`config.mk`:
```
export PLATFORM = sky130hd
export DESIGN_NAME = timebase_counter
export DESIGN_NICKNAME = d
export VERILOG_FILES = /design/src/rtl/tbc_pkg.sv /design/src/rtl/tbc_prescale.sv /design/src/rtl/tbc_sync_edge.sv /design/src/rtl/tbc_source.sv /design/src/rtl/tbc_core.sv /design/src/rtl/timebase_counter.sv
export SDC_FILE = /design/constraint.sdc
export NUM_CORES = 1
export LEC_CHECK = 0
export ABC_AREA = 1
export BUFFER_PORTS_ARGS = -buffer_cell sky130_fd_sc_hd__buf_2
export CAP_MARGIN = 40
export CORE_MARGIN = 5
export CORE_UTILIZATION = 55
export CTS_CLUSTER_SIZE = 25
export DETAILED_ROUTE_END_ITERATION = 7
export GPL_ROUTABILITY_DRIVEN = 0
export HOLD_SLACK_MARGIN = 0.12
export PLACE_DENSITY = 0.76
export SETUP_SLACK_MARGIN = 0.3
export SYNTH_ARGS = -nofsm -noshare
export SYNTH_HDL_FRONTEND = slang
export SYNTH_SLANG_ARGS = --single-unit
```
`constraint.sdc`:
```
create_clock -name clk -period 3.2 [get_ports clk]
set_input_delay 0.48 -clock clk [delete_from_list [all_inputs] [get_ports clk]]
set_output_delay 0.48 -clock clk [all_outputs]
set_load 0.005 [all_outputs]
```
`src/rtl/tbc_pkg.sv`:
```
package tbc_pkg;
  localparam int CNT_W  = 16;
  localparam int BYTE_W = 8;

  localparam logic [1:0] ADDR_LOW  = 2'd0;
  localparam logic [1:0] ADDR_HIGH = 2'd1;
  localparam logic [1:0] ADDR_CTRL = 2'd2;

  typedef enum logic [2:0] {
    SRC_DIV_SLOW = 3'b000,
    SRC_DIV_FAST = 3'b001,
    SRC_TIMER    = 3'b010,
    SRC_PIN_FALL = 3'b011,
    SRC_SYSCLK   = 3'b100,
    SRC_OSC_DIV  = 3'b101,
    SRC_RSVD_A   = 3'b110,
    SRC_RSVD_B   = 3'b111
  } src_e;

  typedef struct packed {
    logic wrap_flag;
    logic unused;
    logic run;
    logic idle_stop;
    logic wrap_ie;
    src_e src;
  } ctrl_t;
endpackage

```
`src/rtl/tbc_prescale.sv`:
```
module tbc_prescale #(
  parameter int DIV = 4
) (
  input  logic clk,
  input  logic rst_n,
  output logic pulse
);
  localparam int W = (DIV > 1) ? $clog2(DIV) : 1;
  localparam logic [W-1:0] LAST = W'(DIV - 1);

  logic [W-1:0] phase;

  always_ff @(posedge clk) begin
    if (!rst_n)             phase <= '0;
    else if (phase == LAST) phase <= '0;
    else                    phase <= phase + 1'b1;
  end

  assign pulse = (phase == LAST);

  generate
    if (DIV > 1) begin : g_chk
      p_single_pulse_r5: assert property (@(posedge clk) disable iff (!rst_n)
        pulse |=> !pulse);
    end
  endgenerate
endmodule

```
`src/rtl/tbc_sync_edge.sv`:
```
module tbc_sync_edge #(
  parameter int STAGES = 2,
  parameter bit FALL   = 1'b1
) (
  input  logic clk,
  input  logic rst_n,
  input  logic din,
  output logic edge_pulse
);
  logic [STAGES:0] chain;

  always_ff @(posedge clk) begin
    if (!rst_n) chain <= '0;
    else        chain <= {chain[STAGES-1:0], din};
  end

  generate
    if (FALL) begin : g_fall
      assign edge_pulse = chain[STAGES] & ~chain[STAGES-1];
    end else begin : g_rise
      assign edge_pulse = ~chain[STAGES] & chain[STAGES-1];
    end
  endgenerate
endmodule

```
`src/rtl/tbc_source.sv`:
```
module tbc_source
  import tbc_pkg::*;
#(
  parameter int DIV_SLOW    = 12,
  parameter int DIV_FAST    = 4,
  parameter int OSC_DIV     = 8,
  parameter int SYNC_STAGES = 2
) (
  input  logic clk,
  input  logic rst_n,
  input  src_e src,
  input  logic tmr_pulse,
  input  logic pin_in,
  input  logic osc_in,
  output logic pulse
);
  localparam int OW = (OSC_DIV > 1) ? $clog2(OSC_DIV) : 1;
  localparam logic [OW-1:0] OSC_LAST = OW'(OSC_DIV - 1);

  logic slow_p, fast_p, pin_fall, osc_rise, osc_p;
  logic [OW-1:0] osc_cnt;

  tbc_prescale #(.DIV(DIV_SLOW)) u_slow (.clk(clk), .rst_n(rst_n), .pulse(slow_p));
  tbc_prescale #(.DIV(DIV_FAST)) u_fast (.clk(clk), .rst_n(rst_n), .pulse(fast_p));

  tbc_sync_edge #(.STAGES(SYNC_STAGES), .FALL(1'b1)) u_pin (
    .clk(clk), .rst_n(rst_n), .din(pin_in), .edge_pulse(pin_fall));
  tbc_sync_edge #(.STAGES(SYNC_STAGES), .FALL(1'b0)) u_osc (
    .clk(clk), .rst_n(rst_n), .din(osc_in), .edge_pulse(osc_rise));

  always_ff @(posedge clk) begin
    if (!rst_n)        osc_cnt <= '0;
    else if (osc_rise) osc_cnt <= (osc_cnt == OSC_LAST) ? '0 : osc_cnt + 1'b1;
  end

  assign osc_p = osc_rise && (osc_cnt == OSC_LAST);

  always_comb begin
    unique case (src)
      SRC_DIV_SLOW: pulse = slow_p;
      SRC_DIV_FAST: pulse = fast_p;
      SRC_TIMER:    pulse = tmr_pulse;
      SRC_PIN_FALL: pulse = pin_fall;
      SRC_SYSCLK:   pulse = 1'b1;
      SRC_OSC_DIV:  pulse = osc_p;
      default:      pulse = 1'b0;
    endcase
  end

  // two divided-oscillator pulses are never adjacent
  p_osc_spacing_r8: assert property (@(posedge clk) disable iff (!rst_n)
    osc_p |=> !osc_p);
  // a synchronised falling edge lasts one clock
  p_pin_single_r7: assert property (@(posedge clk) disable iff (!rst_n)
    pin_fall |=> !pin_fall);
endmodule

```
`src/rtl/tbc_core.sv`:
```
module tbc_core
  import tbc_pkg::*;
(
  input  logic              clk,
  input  logic              rst_n,
  input  logic              tick,
  input  logic [1:0]        bus_addr,
  input  logic              bus_wr,
  input  logic              bus_rd,
  input  logic [BYTE_W-1:0] bus_wdata,
  output logic [BYTE_W-1:0] bus_rdata,
  output ctrl_t             ctrl
);
  logic [CNT_W-1:0]  cnt;
  logic [BYTE_W-1:0] shadow;
  logic wr_low, wr_high, wr_ctrl, rd_low, wrap;

  assign wr_low  = bus_wr && (bus_addr == ADDR_LOW);
  assign wr_high = bus_wr && (bus_addr == ADDR_HIGH);
  assign wr_ctrl = bus_wr && (bus_addr == ADDR_CTRL);
  assign rd_low  = bus_rd && (bus_addr == ADDR_LOW);
  assign wrap    = tick && (cnt == {CNT_W{1'b1}});

  always_ff @(posedge clk) begin
    if (!rst_n) begin
      cnt <= '0;
    end else if (tick) begin
      cnt <= cnt + 1'b1;
    end else if (!ctrl.run) begin
      if (wr_low)  cnt[BYTE_W-1:0]     <= bus_wdata;
      if (wr_high) cnt[CNT_W-1:BYTE_W] <= bus_wdata;
    end
  end

  always_ff @(posedge clk) begin
    if (!rst_n)      shadow <= '0;
    else if (rd_low) shadow <= cnt[CNT_W-1:BYTE_W];
  end

  always_ff @(posedge clk) begin
    if (!rst_n) begin
      ctrl <= '0;
    end else begin
      if (wr_ctrl) begin
        ctrl        <= ctrl_t'(bus_wdata);
        ctrl.unused <= 1'b0;
      end
      if (wrap) ctrl.wrap_flag <= 1'b1;
    end
  end

  always_comb begin
    unique case (bus_addr)
      ADDR_LOW:  bus_rdata = cnt[BYTE_W-1:0];
      ADDR_HIGH: bus_rdata = shadow;
      ADDR_CTRL: bus_rdata = ctrl;
      default:   bus_rdata = '0;
    endcase
  end

  p_hold_r4: assert property (@(posedge clk) disable iff (!rst_n)
    (!tick && !wr_low && !wr_high) |=> $stable(cnt));
  p_step_r12: assert property (@(posedge clk) disable iff (!rst_n)
    tick |=> (cnt == $past(cnt) + 1'b1));
  p_wrap_sets_r9: assert property (@(posedge clk) disable iff (!rst_n)
    wrap |=> ctrl.wrap_flag);
  p_flag_sticky_r9: assert property (@(posedge clk) disable iff (!rst_n)
    $fell(ctrl.wrap_flag) |-> $past(wr_ctrl));
  p_shadow_hold_r3: assert property (@(posedge clk) disable iff (!rst_n)
    !rd_low |=> $stable(shadow));
endmodule

```
`src/rtl/timebase_counter.sv`:
```
module timebase_counter
  import tbc_pkg::*;
#(
  parameter int DIV_SLOW    = 12,
  parameter int DIV_FAST    = 4,
  parameter int OSC_DIV     = 8,
  parameter int SYNC_STAGES = 2
) (
  input  logic       clk,
  input  logic       rst_n,
  input  logic [1:0] bus_addr,
  input  logic       bus_wr,
  input  logic       bus_rd,
  input  logic [7:0] bus_wdata,
  output logic [7:0] bus_rdata,
  input  logic       cpu_idle,
  input  logic       tmr0_ovf,
  input  logic       ext_cnt_in,
  input  logic       ext_osc_in,
  output logic       irq
);
  ctrl_t ctrl;
  logic  src_pulse, tick;

  tbc_source #(
    .DIV_SLOW(DIV_SLOW), .DIV_FAST(DIV_FAST),
    .OSC_DIV(OSC_DIV), .SYNC_STAGES(SYNC_STAGES)
  ) u_source (
    .clk(clk), .rst_n(rst_n), .src(ctrl.src), .tmr_pulse(tmr0_ovf),
    .pin_in(ext_cnt_in), .osc_in(ext_osc_in), .pulse(src_pulse));

  assign tick = src_pulse && ctrl.run && !(ctrl.idle_stop && cpu_idle);

  tbc_core u_core (
    .clk(clk), .rst_n(rst_n), .tick(tick),
    .bus_addr(bus_addr), .bus_wr(bus_wr), .bus_rd(bus_rd),
    .bus_wdata(bus_wdata), .bus_rdata(bus_rdata), .ctrl(ctrl));

  assign irq = ctrl.wrap_flag && ctrl.wrap_ie;

  // an idle-stopped, idle CPU sees the whole block frozen on the control path
  p_idle_freeze_r11: assert property (@(posedge clk) disable iff (!rst_n)
    (cpu_idle && ctrl.idle_stop && !bus_wr) |=> $stable(ctrl));
endmodule

```
After elaboration in Yosys (flattened, before gate mapping)
Index checks and enable logic that the tools add are counted.
{"block": "word_totals", "register_bits": 46, "latch_bits": 0, "mem_bits_rw": 0, "romBits": 0, "in_bits": 18, "output_inout_bits": 9, "mem_count": 0}
{"block": "classes", "n_addsub": 4, "n_mul": 0, "div_mod_pow": 0, "order_cmp": 0, "eq_ne": 12, "shift": 0, "muxes": 9, "bitwise_logic": 5, "n_reduce_logical": 20}
{"cell": "$mux W16", "count": 2}
{"cell": "$mux W8", "count": 3}
{"cell": "$pmux W8 S3", "count": 1}
{"cell": "$add A16 B1 Y16 const B", "count": 1}
{"cell": "$eq A16 B16 Y1 const B", "count": 1}
{"cell": "$logic_and A1 B1 Y1", "count": 10}
{"cell": "$eq A3 B3 Y1 const B", "count": 3}
{"cell": "$eq A3 B2 Y1 const B", "count": 2}
{"cell": "$pmux W1 S6", "count": 1}
{"cell": "$reduce_bool A2 Y1", "count": 3}
{"cell": "$add A4 B1 Y4 const B", "count": 1}
{"cell": "$eq A2 B2 Y1 const B", "count": 2}
{"cell": "$eq A4 B4 Y1 const B", "count": 1}
{"cell": "$reduce_and A2 Y1", "count": 2}
{"cell": "$reduce_or A2 Y1", "count": 2}
{"cell": "$add A3 B1 Y3 const B", "count": 1}
{"cell": "$eq A3 B1 Y1 const B", "count": 1}
{"cell": "$logic_not A3 Y1", "count": 1}
{"cell": "$mux W3", "count": 1}
{"cell": "$not A1 Y1", "count": 3}
{"cell": "$add A2 B1 Y2 const B", "count": 1}
{"cell": "$and A1 B1 Y1", "count": 2}
{"cell": "$eq A2 B1 Y1 const B", "count": 1}
{"cell": "$logic_not A2 Y1", "count": 1}
{"cell": "other kinds (3)", "count": 3}

Logic depth before layout (Yosys ltp)
Gate-level depths: netlist of the first run.
{"block": "logic_depth", "ltp_word": 8, "ltp_mapped": 12, "depth_no_buf": 11}

By module
A second synthesis of the first run with hierarchy kept.
{"block": "hier_totals", "cells_unflattened": 359, "hier_area_um2": 2423.6}
{"mod": "tbc_core", "instances": 1, "cells_each": 273, "area_per_inst_um2": 1789.2, "seq_area_each_um2": 620.6}
{"mod": "tbc_source", "instances": 1, "cells_each": 30, "area_per_inst_um2": 190.2, "seq_area_each_um2": 60.1}
{"mod": "tbc_prescale at u_source.u_slow", "instances": 1, "cells_each": 20, "area_per_inst_um2": 165.2, "seq_area_each_um2": 80.1}
{"mod": "tbc_sync_edge at u_source.u_osc", "instances": 1, "cells_each": 11, "area_per_inst_um2": 92.6, "seq_area_each_um2": 60.1}
{"mod": "tbc_sync_edge at u_source.u_pin", "instances": 1, "cells_each": 11, "area_per_inst_um2": 90.1, "seq_area_each_um2": 60.1}
{"mod": "tbc_prescale at u_source.u_fast", "instances": 1, "cells_each": 8, "area_per_inst_um2": 71.3, "seq_area_each_um2": 40.0}
{"mod": "timebase_counter", "instances": 1, "cells_each": 6, "area_per_inst_um2": 25.0, "seq_area_each_um2": 0.0}

Worst setup path after synthesis of the first run
No wires, ideal clock.
{"block": "synth_path", "path_kind": "register to register", "startpoint": "reg u_source.osc_cnt[0]", "endpoint": "reg u_core.cnt[10]", "setup_time_ns": 0.109, "arrival_ns": 1.395, "required_ns": 3.091, "slack_ns": 1.696, "path_stages_with_launch": 13, "path_cell_list": "dfxtp_1 -> ha_1 -> ha_1 -> nand3_1 -> a21oi_1 -> nand2_1 -> nand2_4 -> nand2_4 -> buf_6 -> nand3_1 -> nand3_1 -> nand2_1 -> inv_1"}
{"block": "synth_via", "elab_chain_cells": 7, "elab_cells_between_ends": 9}
{"element": "start: declaration", "line": "tbc_source.sv:21", "source": "logic [OW-1:0] osc_cnt;"}
{"element": "start signal: assignment", "line": "tbc_source.sv:33", "source": "else if (osc_rise) osc_cnt <= (osc_cnt == OSC_LAST) ? '0 : osc_cnt + 1'b1;"}
{"element": "$eq A3 B3 Y1 *", "line": "tbc_source.sv:36", "source": "assign osc_p = osc_rise && (osc_cnt == OSC_LAST);"}
{"element": "$logic_and A1 B1 Y1 *", "line": "tbc_source.sv:36"}
{"element": "$pmux W1 S6 *", "line": "tbc_source.sv:39", "source": "unique case (src)"}
{"element": "$logic_and A1 B1 Y1 * (2 in series)", "line": "timebase_counter.sv:32", "source": "assign tick = src_pulse && ctrl.run && !(ctrl.idle_stop && cpu_idle);"}
{"element": "$ne A2 B1 Y1 (no line) / $reduce_bool A2 Y1 (equally long branches)"}
{"element": "$reduce_and A2 Y1 (no line)"}
{"element": "end signal: assignment", "line": "tbc_core.sv:28", "source": "cnt <= cnt + 1'b1;"}
{"element": "end signal: indexed assignment", "line": "tbc_core.sv:30", "source": "if (wr_low) cnt[BYTE_W-1:0] <= bus_wdata;"}
{"element": "end signal: indexed assignment", "line": "tbc_core.sv:31", "source": "if (wr_high) cnt[CNT_W-1:BYTE_W] <= bus_wdata;"}
{"element": "end: declaration", "line": "tbc_core.sv:14", "source": "logic [CNT_W-1:0] cnt;"}
Mark *: on every way between the ends. The rest lies on a longest branch, timed or not.
A chain may end at the register's enable or synchronous reset.

Worst setup path in the final report of the first run
{"block": "layout_path", "startpoint": "reg u_source.osc_cnt[0]", "endpoint": "reg u_core.cnt[5]"}
The elaborated chain is that of the path after synthesis.

==> run_results.csv, run 1 <==
group,metric,value,unit
synth,yosysUniqueCellTypes,33,
layout,layout-area-overhead-vs-synth,8.29,%
floorplan,die_h,77.7,um
clocking,clockBufferDepth,2,
layout,layout_common_cells,"75 x nand3_1, 72 x nand2_1, 54 x inv_1",
worst_setup_path,crit_slowest_cell,"dfxtp_1",
synth,ys_seq_area_frac,0.365,
synth,async_reset_ff_frac,0,
flow_run,cap_violations,0,
floorplan,core_area,4410,um^2
worst_setup_path,cp_common_cell,"nand3_1",
routing,drc,0,
layout,drive_gt1_frac,0.130,
floorplan,die_w,77.7,um
clocking,cts-htree-levels,2,
pwr,p_leak,1.31,nW
synth,syn_nets,386,
timing,rsz0062_at_grt,"false",
synth,ys_seq_elements,46,
worst_setup_path,max_stage_delay,0.36,ns
synth,synthCells,363,
place,placed_cell_area,2640,um^2
global_routing,grt_pass1_vias,2127,
worst_setup_path,worstPathCellList,"ha_1 > ha_1 > nand3_1 > a21oi_1 > nand2_1 > nand2_4 > nand2_4 > nand3_1 > nand3_1 > nand2_1 > inv_1",
place,io_buffers,26,
routing,drt-vias-per-instance,5.44,
timing,fin_ws,1.31,ns
clocking,cts_inserted_buffers,5,
min_path,min_path_type,"input port to flop",
synth,yosys.area.top_type,"dfxtp_1",
clocking,clk_pin_slew,0.09,ns
floorplan,core.rowCount,24,
synth,netlist.area_leader.share,0.365,
worst_setup_path,arrival,2.10,ns
global_routing,grt_usage,0.213,
layout,final_util,0.618,
worst_setup_path,critPathBufInv,1,
synth,ys_top_cells_by_area,"dfxtp_1 37%, nand3_1 15%, nand2_1 11%",
timing,finalCritPeriodShare,0.590,
timing,skew,0.00389,ns
routing,ant_nets,0,
clocking,cts.sinks,46,
clocking,cts_tree,"built",
floorplan,dieArea,6040,um^2
layout,diodes,0,
clocking,cts_setup_buffers,0,
clocking,cts_root_buf,"clkbuf_8",
worst_setup_path,worstPathRequired,3.41,ns
worst_setup_path,crit_family,"simple AND/OR/NAND/NOR gates",
routing,first_iter_violations,234,
worst_setup_path,cp-end-kind,"flop",
timing,final-setup-viol-count,0,
timing,hold_violations,0,
routing,dr.pass1.iters,4,
place,dp_hpwl,4500,um
place,dp_slack,1.33,ns
worst_setup_path,critPathLaunchType,"flop",
clocking,ctsResizeCount,0,
global_routing,grt_first_pass_wirelength,10500,um
timing,fmax,530,MHz
timing,setup_tns,0,ns
routing,vias,2383,
synth,ys.flop_type,"dfxtp_1",
global_routing,gr-total-overflow,0,
timing,slew_violations,0,
timing,worst_pin_slew,0.710,ns
routing,wl_per_cell,14.0,um
synth,ys_warn_count,0,
pwr,power_density,413,nW/um^2
clocking,clock_latency,0.31,ns
layout,finalNetCount,408,
timing,slew_headroom,0.527,
outcome,status,"complete, no violations",
timing,period_minus_slack,1.89,ns
timing,hold_ws,0.351,ns
synth,synth-edff-count,0,
synth,syn_area,2520,um^2
pwr,ir_drop,313,uV
floorplan,pin_count,27,
global_routing,grt_start_max_net_pins,42,
synth,syn_avg_cell_area,6.95,um^2
floorplan,start_util,0.571,
global_routing,grt_antenna_before_repair,0,
layout,layout_commonest_cell,"nand3_1",
worst_setup_path,path_class,"flop to flop",
worst_setup_path,path_max_fanout,33,
clocking,ctsHoldBuffers,0,
layout,stdcell_area,2730,um^2
routing,wirelength,6150,um
## worst register-to-register path: cells and delay by family, from the launching register on
family	cells	cell delay (ns)
AO/OA/AOI/OAI	1	0.13
adder cells (fa/ha/maj)	2	0.30
buffers and inverters	1	0.05
flip-flops	1	0.36
AND/OR/NAND/NOR	7	0.96
## power by group
group          total [mW]  leakage (nW)  internal [mW]  switching, mW
Combinational       0.132         0.887         0.0459         0.0864
Sequential          0.621         0.376          0.600         0.0209
Clock               0.375        0.0447          0.158          0.217
Total                1.13          1.31          0.804          0.324
## synthesized netlist by cell type, types with 2 or more instances
library cell and number:
nand3_1 75, nand2_1 72, inv_1 54, dfxtp_1 46, nor2_1 22, o21ai_0 19, a21oi_1 16, xor2_1 8
nand4_1 6, ha_1 5, buf_2 4, buf_6 4, o211ai_1 4, inv_2 3, nor2_4 3, o221ai_1 3
nand2_4 2, or2_2 2
## cells by family after synthesis
logic type / share of synthesized area
buffers and inverters: 0.117
and+or+nand+nor: 0.356
adders and majority gates: 0.0248
xor gates and xnor gates: 0.0278
DFF: 0.365
AOI/OAI and AO/OA: 0.109
## final timing paths
check                          startpoint  cells past startpoint  slack (ns)                      end
hold / removal                 ext_osc_in                      3        0.35  u_source.u_osc.chain[0]
setup / recovery      u_source.osc_cnt[0]                     11        1.31            u_core.cnt[5]
setup reg to reg      u_source.osc_cnt[0]                     11        1.31            u_core.cnt[5]
hold reg to reg   u_source.u_osc.chain[0]                      2        0.43  u_source.u_osc.chain[1]
## through the flow
step           cells  total power, mW
2_1_floorplan    363            0.721
3_3_place_gp     430            0.762
3_5_place_dp     430            0.765
4_1_cts          438             1.14
5_1_grt          438             1.19
6_report         438             1.13
## layout make-up
cell class,count,area [um^2]
multi-input cells,249,1310
inverters,57,214
clock buffers,5,68.8
fillers,437,1680
flip-flops and latches,46,921
clock inverters,3,25.0
well taps,52,65.1
repair buffers,26,130
## flip-flops by register name, summed over array words and instances, names as in the netlist
signal / count
u_core.cnt: 16
u_core.ctrl: 7
u_core.shadow: 8
u_source.osc_cnt: 3
u_source.u_fast.phase: 2
u_source.u_osc.chain: 3
u_source.u_pin.chain: 3
u_source.u_slow.phase: 4
## metal layers
| layer | part of all wire | track usage | vias to the layer above |
|---|---|---|---|
| met5 | 0 | 0 | - |
| met4 | 0.011 | 0.0619 | 0 |
| met3 | 0.090 | 0.0486 | 6 |
| met2 | 0.43 | 0.304 | 88 |
| met1 | 0.47 | 0.319 | 1063 |
| li1 | - | - | 1226 |
(Power assumes the default switching activity.)
==> run 2: changes to the inputs <==
--- a/config.mk
+++ b/config.mk
@@ -5,11 +5,11 @@
 export SDC_FILE = /design/constraint.sdc
 export NUM_CORES = 1
 export LEC_CHECK = 0
-export ABC_AREA = 1
+export ABC_AREA = 0
 export BUFFER_PORTS_ARGS = -buffer_cell sky130_fd_sc_hd__buf_2
 export CAP_MARGIN = 40
 export CORE_MARGIN = 5
-export CORE_UTILIZATION = 55
+export CORE_UTILIZATION = 52
 export CTS_CLUSTER_SIZE = 25
 export DETAILED_ROUTE_END_ITERATION = 7
 export GPL_ROUTABILITY_DRIVEN = 0
==> constraint.sdc (replaced) <==
create_clock -name clk -period 1.7 [get_ports clk]
set_input_delay 0.255 -clock clk [delete_from_list [all_inputs] [get_ports clk]]
set_output_delay 0.255 -clock clk [all_outputs]
set_load 0.005 [all_outputs]
==> run 2 against run 1 <==
Net effect: the flow now finishes with violations (negative setup slack); sequential cell count stayed put; worst hold slack worse by 0.19 ns; clock power is 120% higher; die area is 2.1% higher; sequential share of layout area is 4.6 points lower; setup slack worse by 1.5 ns; clock skew is 0.0031 ns higher; non-clock buffer count is 50 higher; register-to-register slack worse by 1.5 ns; combinational power grew to 3.1 times the previous value; maximum frequency is 1.2% lower; critical endpoint is now u_core.cnt[4]; largest cell class unchanged.
==> run_results.csv, run 2 <==
group,metric,value,unit
worst_setup_path,max_stage_delay,0.46,ns
timing,finalCritPeriodShare,1.12,
global_routing,gr-total-overflow,0,
routing,wirelength,7280,um
floorplan,dieArea,6170,um^2
floorplan,pin_count,27,
clocking,cts_root_buf,"clkbuf_8",
routing,first_iter_violations,404,
synth,syn_nets,308,
worst_setup_path,worstPathRequired,1.93,ns
pwr,power.net_switching,643,uW
synth,syn_area,2440,um^2
layout,layout_commonest_cell,"buf_4",
floorplan,start_util,0.528,
clocking,cts-htree-levels,2,
routing,dr.pass1.iters,6,
layout,final_util,0.696,
clocking,cts_inserted_buffers,5,
global_routing,grt_first_pass_wirelength,11300,um
timing,slew_violations,0,
timing,slew_headroom,0.727,
synth,synth-edff-count,0,
pwr,p_seq_frac,0.487,
routing,ant_nets,0,
synth,yosysUniqueCellTypes,45,
clocking,clockBufferDepth,2,
worst_setup_path,critPathBufInv,0,
worst_setup_path,path_class,"flop to flop",
layout,diodes,0,
worst_setup_path,arrival,2.14,ns
pwr,p_int,1.78,mW
min_path,min_path_cells,2,
timing,period_minus_slack,1.91,ns
synth,yosys.area.top_type,"dfxtp_1",
synth,yosysMostFrequentCell,"dfxtp_1",
layout,top_register,"u_core.cnt",
min_path,hold_start,"ext_cnt_in",
clocking,clock_latency,0.31,ns
layout,largest_reg_flops,16,
min_path,min_path_type,"input port to flop",
worst_setup_path,worstPathCellList,"ha_4 > ha_4 > nand3b_1 > a221o_2 > a2111oi_1 > a31oi_1 > a31oi_1",
layout,fillers,365,
global_routing,grt_antenna_before_repair,0,
synth,ys.flop_type,"dfxtp_1",
flow_run,cap_violations,0,
floorplan,core.rowCount,25,
floorplan,die_h,78.5,um
outcome,status,"finished, violations left",
routing,wl_per_cell,18.0,um
pwr,switching_share,0.266,
worst_setup_path,crit_family,"compound AO/OA/AOI/OAI gates",
synth,ys_top_cells_by_count,"46 x dfxtp_1, 32 x nor2_1, 27 x mux2i_1, 25 x nand2_1",
worst_setup_path,reg2reg_from,"u_source.osc_cnt[1]",
synth,synthCells,285,
synth,ys_warn_count,0,
pwr,p_comb_frac,0.171,
worst_setup_path,ff2ff_path_depth,7,
clocking,cts_tree,"built",
floorplan,die_w,78.5,um
layout,multi_input_area,1530,um^2
timing,hold_violations,0,
synth,syn_avg_cell_area,8.57,um^2
worst_setup_path,crit_slowest_cell,"a2111oi_1",
min_path,hold_end,"u_source.u_pin.chain[0]",
global_routing,grt_start_max_net_pins,36,
layout,drive_gt1_frac,0.329,
layout,finalNetCount,372,
routing,drc,0,
place,io_buffers,26,
worst_setup_path,path_max_fanout,4,
pwr,power_density,752,nW/um^2
clocking,clk_pin_slew,0.09,ns
timing,fmax,524,MHz
place,dp_hpwl,4860,um
timing,rsz0062_at_grt,"true",
synth,ys_top_cells_by_area,"dfxtp_1 38%, mux2i_1 11%, nor2_1 4.9%",
routing,drt-vias-per-instance,6.30,
clocking,ctsHoldBuffers,0,
synth,netlist.area_leader.share,0.377,
worst_setup_path,r2r_end,"u_core.cnt[4]",
layout,ff_latch_area,937,um^2
layout,layout-area-overhead-vs-synth,31.9,%
clocking,cts.sinks,46,
synth,ys_seq_elements,46,
synth,async_reset_ff_frac,0,
pwr,totalPowerFinal,2.42,mW
worst_setup_path,critPathLaunchType,"flop",
worst_setup_path,reg2reg_slack,-0.21,ns
floorplan,core_area,4630,um^2
layout,layout_common_cells,"39 x buf_4, 35 x dfxtp_1, 32 x nor2_1",
layout,reg_top3,"u_core.cnt: 16 flops, u_core.shadow: 8 flops, u_core.ctrl: 7 flops",
pwr,pwr-share-clk,0.342,
routing,vias,2544,
timing,final-setup-viol-count,17,
worst_setup_path,cp-end-kind,"flop",
outcome,failed_checks,"negative setup slack",
pwr,p_leak,1.35,nW
synth,ys_seq_area_frac,0.377,
timing,worst_pin_slew,0.405,ns
timing,skew,0.00699,ns
pwr,ir_drop,598,uV
global_routing,grt_usage,0.232,
global_routing,grt_pass1_vias,2372,
timing,fin_ws,-0.210,ns
run 2: cell types whose count changed in the layout (fill, tap and decap cells not counted), sizes merged, moves of 13 or more:
cell   previous run  this run
buf              26        76
nand2            75        25
nand3            76        12
inv              58         4
a31oi             0        13
mux2i             0        27
run 2: per-layer routing:
metal	GRT usage	part of all wire	up-vias	wire length [um]
li1	-	-	1180	-
met1	0.268	0.40	1188	2880
met2	0.392	0.49	145	3550
met3	0.0550	0.079	31	574
met4	0.126	0.037	0	272
met5	0	0	-	0
run 2: through the flow:
stage,cells,TNS [ns],cell area (um^2),setup WS [ns],hold WS [ns]
after floorplan,285,-0.0597,2490,-0.0285,0.382
after global placement,384,-1.12,2890,-0.137,0.418
after detailed placement,384,-1.87,2890,-0.173,0.433
after CTS,399,-1.36,3110,-0.129,0.152
after global routing,404,-3.53,3220,-0.291,0.180
final,404,-2.36,3220,-0.210,0.157
run 2: worst max-delay path by stage:
| stage | startpoint | to | cells after the start |
|---|---|---|---|
| floorplan | u_source.osc_cnt[0] | u_core.cnt[12] | 7 |
| global placement | u_source.osc_cnt[1] | u_core.cnt[4] | 7 |
| detailed placement | u_source.osc_cnt[1] | u_core.cnt[7] | 7 |
| CTS | u_source.osc_cnt[1] | u_core.cnt[1] | 8 |
| global route | u_source.osc_cnt[1] | u_core.cnt[4] | 7 |
| finish | u_source.osc_cnt[1] | u_core.cnt[4] | 7 |
run 2: what timing repair did:
action	in CTS	in global routing
gates resized for setup	25	23
pin swaps	7	10
setup endpoints to repair	23	24
gates cloned	2	0
setup buffers	5	5
run 2: kinds of logic after synthesis:
group	synth area share
mux	0.111
simple gates	0.275
xor+xnor	0.00717
flops	0.377
compound gates	0.160
buf+inv	0.0441
fa+ha+maj	0.0256
run 2: cell type report:
| cell class | instances | area share |
|---|---|---|
| clock buffer | 5 | 0.0214 |
| clock inverter | 3 | 0.0136 |
| inverter | 4 | 0.00466 |
| multi-input combinational | 216 | 0.476 |
| sequential | 46 | 0.291 |
| tap | 54 | 0.0210 |
| timing repair buffer | 76 | 0.172 |
run 2: power by group through the flow:
stage	sequential (mW)	clock [mW]	combinational, mW
after global placement	1.20	0	0.338
final	1.18	0.828	0.413
after floorplan	1.19	0	0.193
after CTS	1.18	0.835	0.364
after global routing	1.19	0.882	0.444
after detailed placement	1.20	0	0.344
run 2: worst reg2reg max path, delay by kind of cell (launching register included):
kind                       cells  cell delay [ns]
and+or+nand+nor                1             0.07
adders and majority gates      2             0.26
DFF                            1             0.36
AOI/OAI and AO/OA              4             1.15
==> run 3: changes to the inputs <==
--- a/config.mk
+++ b/config.mk
@@ -6,7 +6,7 @@
 export NUM_CORES = 1
 export LEC_CHECK = 0
 export ABC_AREA = 0
-export BUFFER_PORTS_ARGS = -buffer_cell sky130_fd_sc_hd__buf_2
+export BUFFER_PORTS_ARGS = -buffer_cell sky130_fd_sc_hd__buf_4
 export CAP_MARGIN = 40
 export CORE_MARGIN = 5
 export CORE_UTILIZATION = 52
==> run 3 against run 2 <==
Net effect: the flow still finishes with violations (negative setup slack); die area unchanged; sequential cell count unchanged; largest power group unchanged; cell count down 2.5%; power down 8.3%; core utilization down 1.9 points; via count down 4.5%; cell area down 2.8%; combinational power down 7.7%; critical path type unchanged; count of clock-buffer cells in the layout up 1; register-to-register slack better by 0.09 ns.
==> run_results.csv, run 3 (synthesized netlist as in run 2, its figures left out) <==
group,metric,value,unit
routing,ant_nets,0,
pwr,power.net_switching,605,uW
pwr,power_density,709,nW/um^2
place,dp_hpwl,4900,um
layout,multi_input_area,1490,um^2
routing,dr.pass1.iters,5,
clocking,cts-htree-levels,2,
pwr,p_leak,1.29,nW
worst_setup_path,arrival,2.03,ns
worst_setup_path,critPathLaunchType,"flop",
timing,finalCritPeriodShare,1.07,
floorplan,start_util,0.528,
worst_setup_path,worstPathRequired,1.90,ns
min_path,min_path_type,"input port to flop",
layout,layout-area-overhead-vs-synth,28.3,%
pwr,switching_share,0.272,
layout,stdcell_area,3130,um^2
global_routing,grt_pass1_vias,2314,
timing,final-setup-viol-count,15,
layout,largest_reg_flops,16,
routing,wirelength,6710,um
timing,hold_violations,0,
timing,worst_pin_slew,0.407,ns
floorplan,die_w,78.5,um
clocking,clockBufferDepth,2,
pwr,p_comb_frac,0.172,
layout,finalNetCount,362,
clocking,ctsHoldBuffers,0,
global_routing,gr-total-overflow,0,
routing,drt-vias-per-instance,6.16,
pwr,ir_drop,657,uV
layout,layout_common_cells,"60 x buf_4, 35 x dfxtp_1, 31 x nor2_1",
place,placed_cell_area,2920,um^2
global_routing,grt_first_pass_wirelength,11000,um
clocking,cts_tree,"built",
clocking,clock_latency,0.30,ns
timing,fmax,549,MHz
worst_setup_path,cp-end-kind,"flop",
routing,wl_per_cell,17.0,um
floorplan,core_area,4630,um^2
layout,fillers,401,
routing,vias,2429,
timing,slew_headroom,0.727,
layout,ff_latch_area,942,um^2
layout,top_register,"u_core.cnt",
floorplan,core.rowCount,25,
timing,period_minus_slack,1.82,ns
timing,fin_ws,-0.121,ns
timing,rsz0062_at_grt,"true",
layout,drive_gt1_frac,0.294,
global_routing,grt_antenna_before_repair,0,
place,io_buffers,26,
timing,hold_ws,0.157,ns
layout,layout_commonest_cell,"buf_4",
routing,first_iter_violations,313,
worst_setup_path,path_max_fanout,5,
worst_setup_path,ff2ff_path_depth,8,
clocking,cts_root_buf,"clkbuf_8",
clocking,cts_inserted_buffers,5,
floorplan,pin_count,27,
outcome,failed_checks,"negative setup slack",
pwr,totalPowerFinal,2.22,mW
pwr,p_seq_frac,0.530,
global_routing,grt_start_max_net_pins,26,
pwr,p_int,1.62,mW
outcome,status,"finished, violations left",
layout,reg_top3,"u_core.cnt: 16 flops, u_core.shadow: 8 flops, u_core.ctrl: 7 flops",
clocking,cts.sinks,46,
worst_setup_path,path_class,"flop to flop",
floorplan,die_h,78.5,um
layout,diodes,0,
routing,drc,0,
timing,skew,0.00800,ns
clocking,clk_pin_slew,0.09,ns
global_routing,grt_usage,0.226,
timing,slew_violations,0,
pwr,pwr-share-clk,0.298,
flow_run,cap_violations,0,
min_path,min_path_cells,2,
floorplan,dieArea,6170,um^2
run 3: final timing paths:
kind / from / to / slack, ns
worst max-delay path: u_source.osc_cnt[1] / u_core.cnt[0] / -0.12
worst min-delay path: ext_cnt_in / u_source.u_pin.chain[0] / 0.16
worst max register to register: u_source.osc_cnt[1] / u_core.cnt[0] / -0.12
worst min register to register: u_source.u_fast.phase[0] / u_source.u_fast.phase[0] / 0.42
run 3: per-layer routing:
| metal | part of all wire | track usage | routed length (um) | vias to the layer above |
|---|---|---|---|---|
| met5 | 0 | 0 | 0 | - |
| met4 | 0.042 | 0.131 | 285 | 0 |
| met3 | 0.073 | 0.0390 | 488 | 32 |
| met2 | 0.48 | 0.391 | 3240 | 133 |
| met1 | 0.40 | 0.261 | 2700 | 1104 |
| li1 | - | - | - | 1160 |
run 3: cell type report:
| cell class | count | area share |
|---|---|---|
| Tap cell | 54 | 0.0216 |
| Multi-Input combinational cell | 215 | 0.475 |
| Clock buffer | 6 | 0.0232 |
| Timing Repair Buffer | 67 | 0.170 |
| Inverter | 4 | 0.00479 |
| Clock inverter | 2 | 0.00439 |
| Sequential cell | 46 | 0.301 |
run 3: metrics by stage:
step	std cells	setup slack, ns	setup TNS [ns]	util
after floorplan	285	-0.0285	-0.0597	-
after global routing	394	-0.259	-3.19	0.677
after CTS	391	-0.112	-1.10	0.664
after detailed placement	381	-0.160	-1.57	0.631
final	394	-0.121	-1.03	0.677
after global placement	381	-0.127	-1.16	0.631
run 3: power by group through the flow:
stage               combinational (mW)  sequential [mW]  clock (mW)
finish                           0.381             1.18       0.663
floorplan                        0.193             1.19           0
global placement                 0.342             1.20           0
detailed placement               0.346             1.20           0
global route                     0.414             1.19       0.728
CTS                              0.363             1.18       0.682
run 3: repair_timing:
action / 4_1_cts / 5_1_grt
endpoints found under the setup margin: 24 / 23
endpoints found under the hold margin: 0 / 0
gates resized for setup: 23 / 15
buffers inserted: 2 / 3
pin swaps: 7 / 6
run 3: worst max-delay path, stage by stage (launching register included):
cell and delay (ns):
dfxtp_2 0.36, ha_4 0.14, ha_4 0.11, nand3b_1 0.08, a221o_2 0.41, a21oi_4 0.20
buf_4 0.15, nor2_2 0.03, o31a_1 0.26
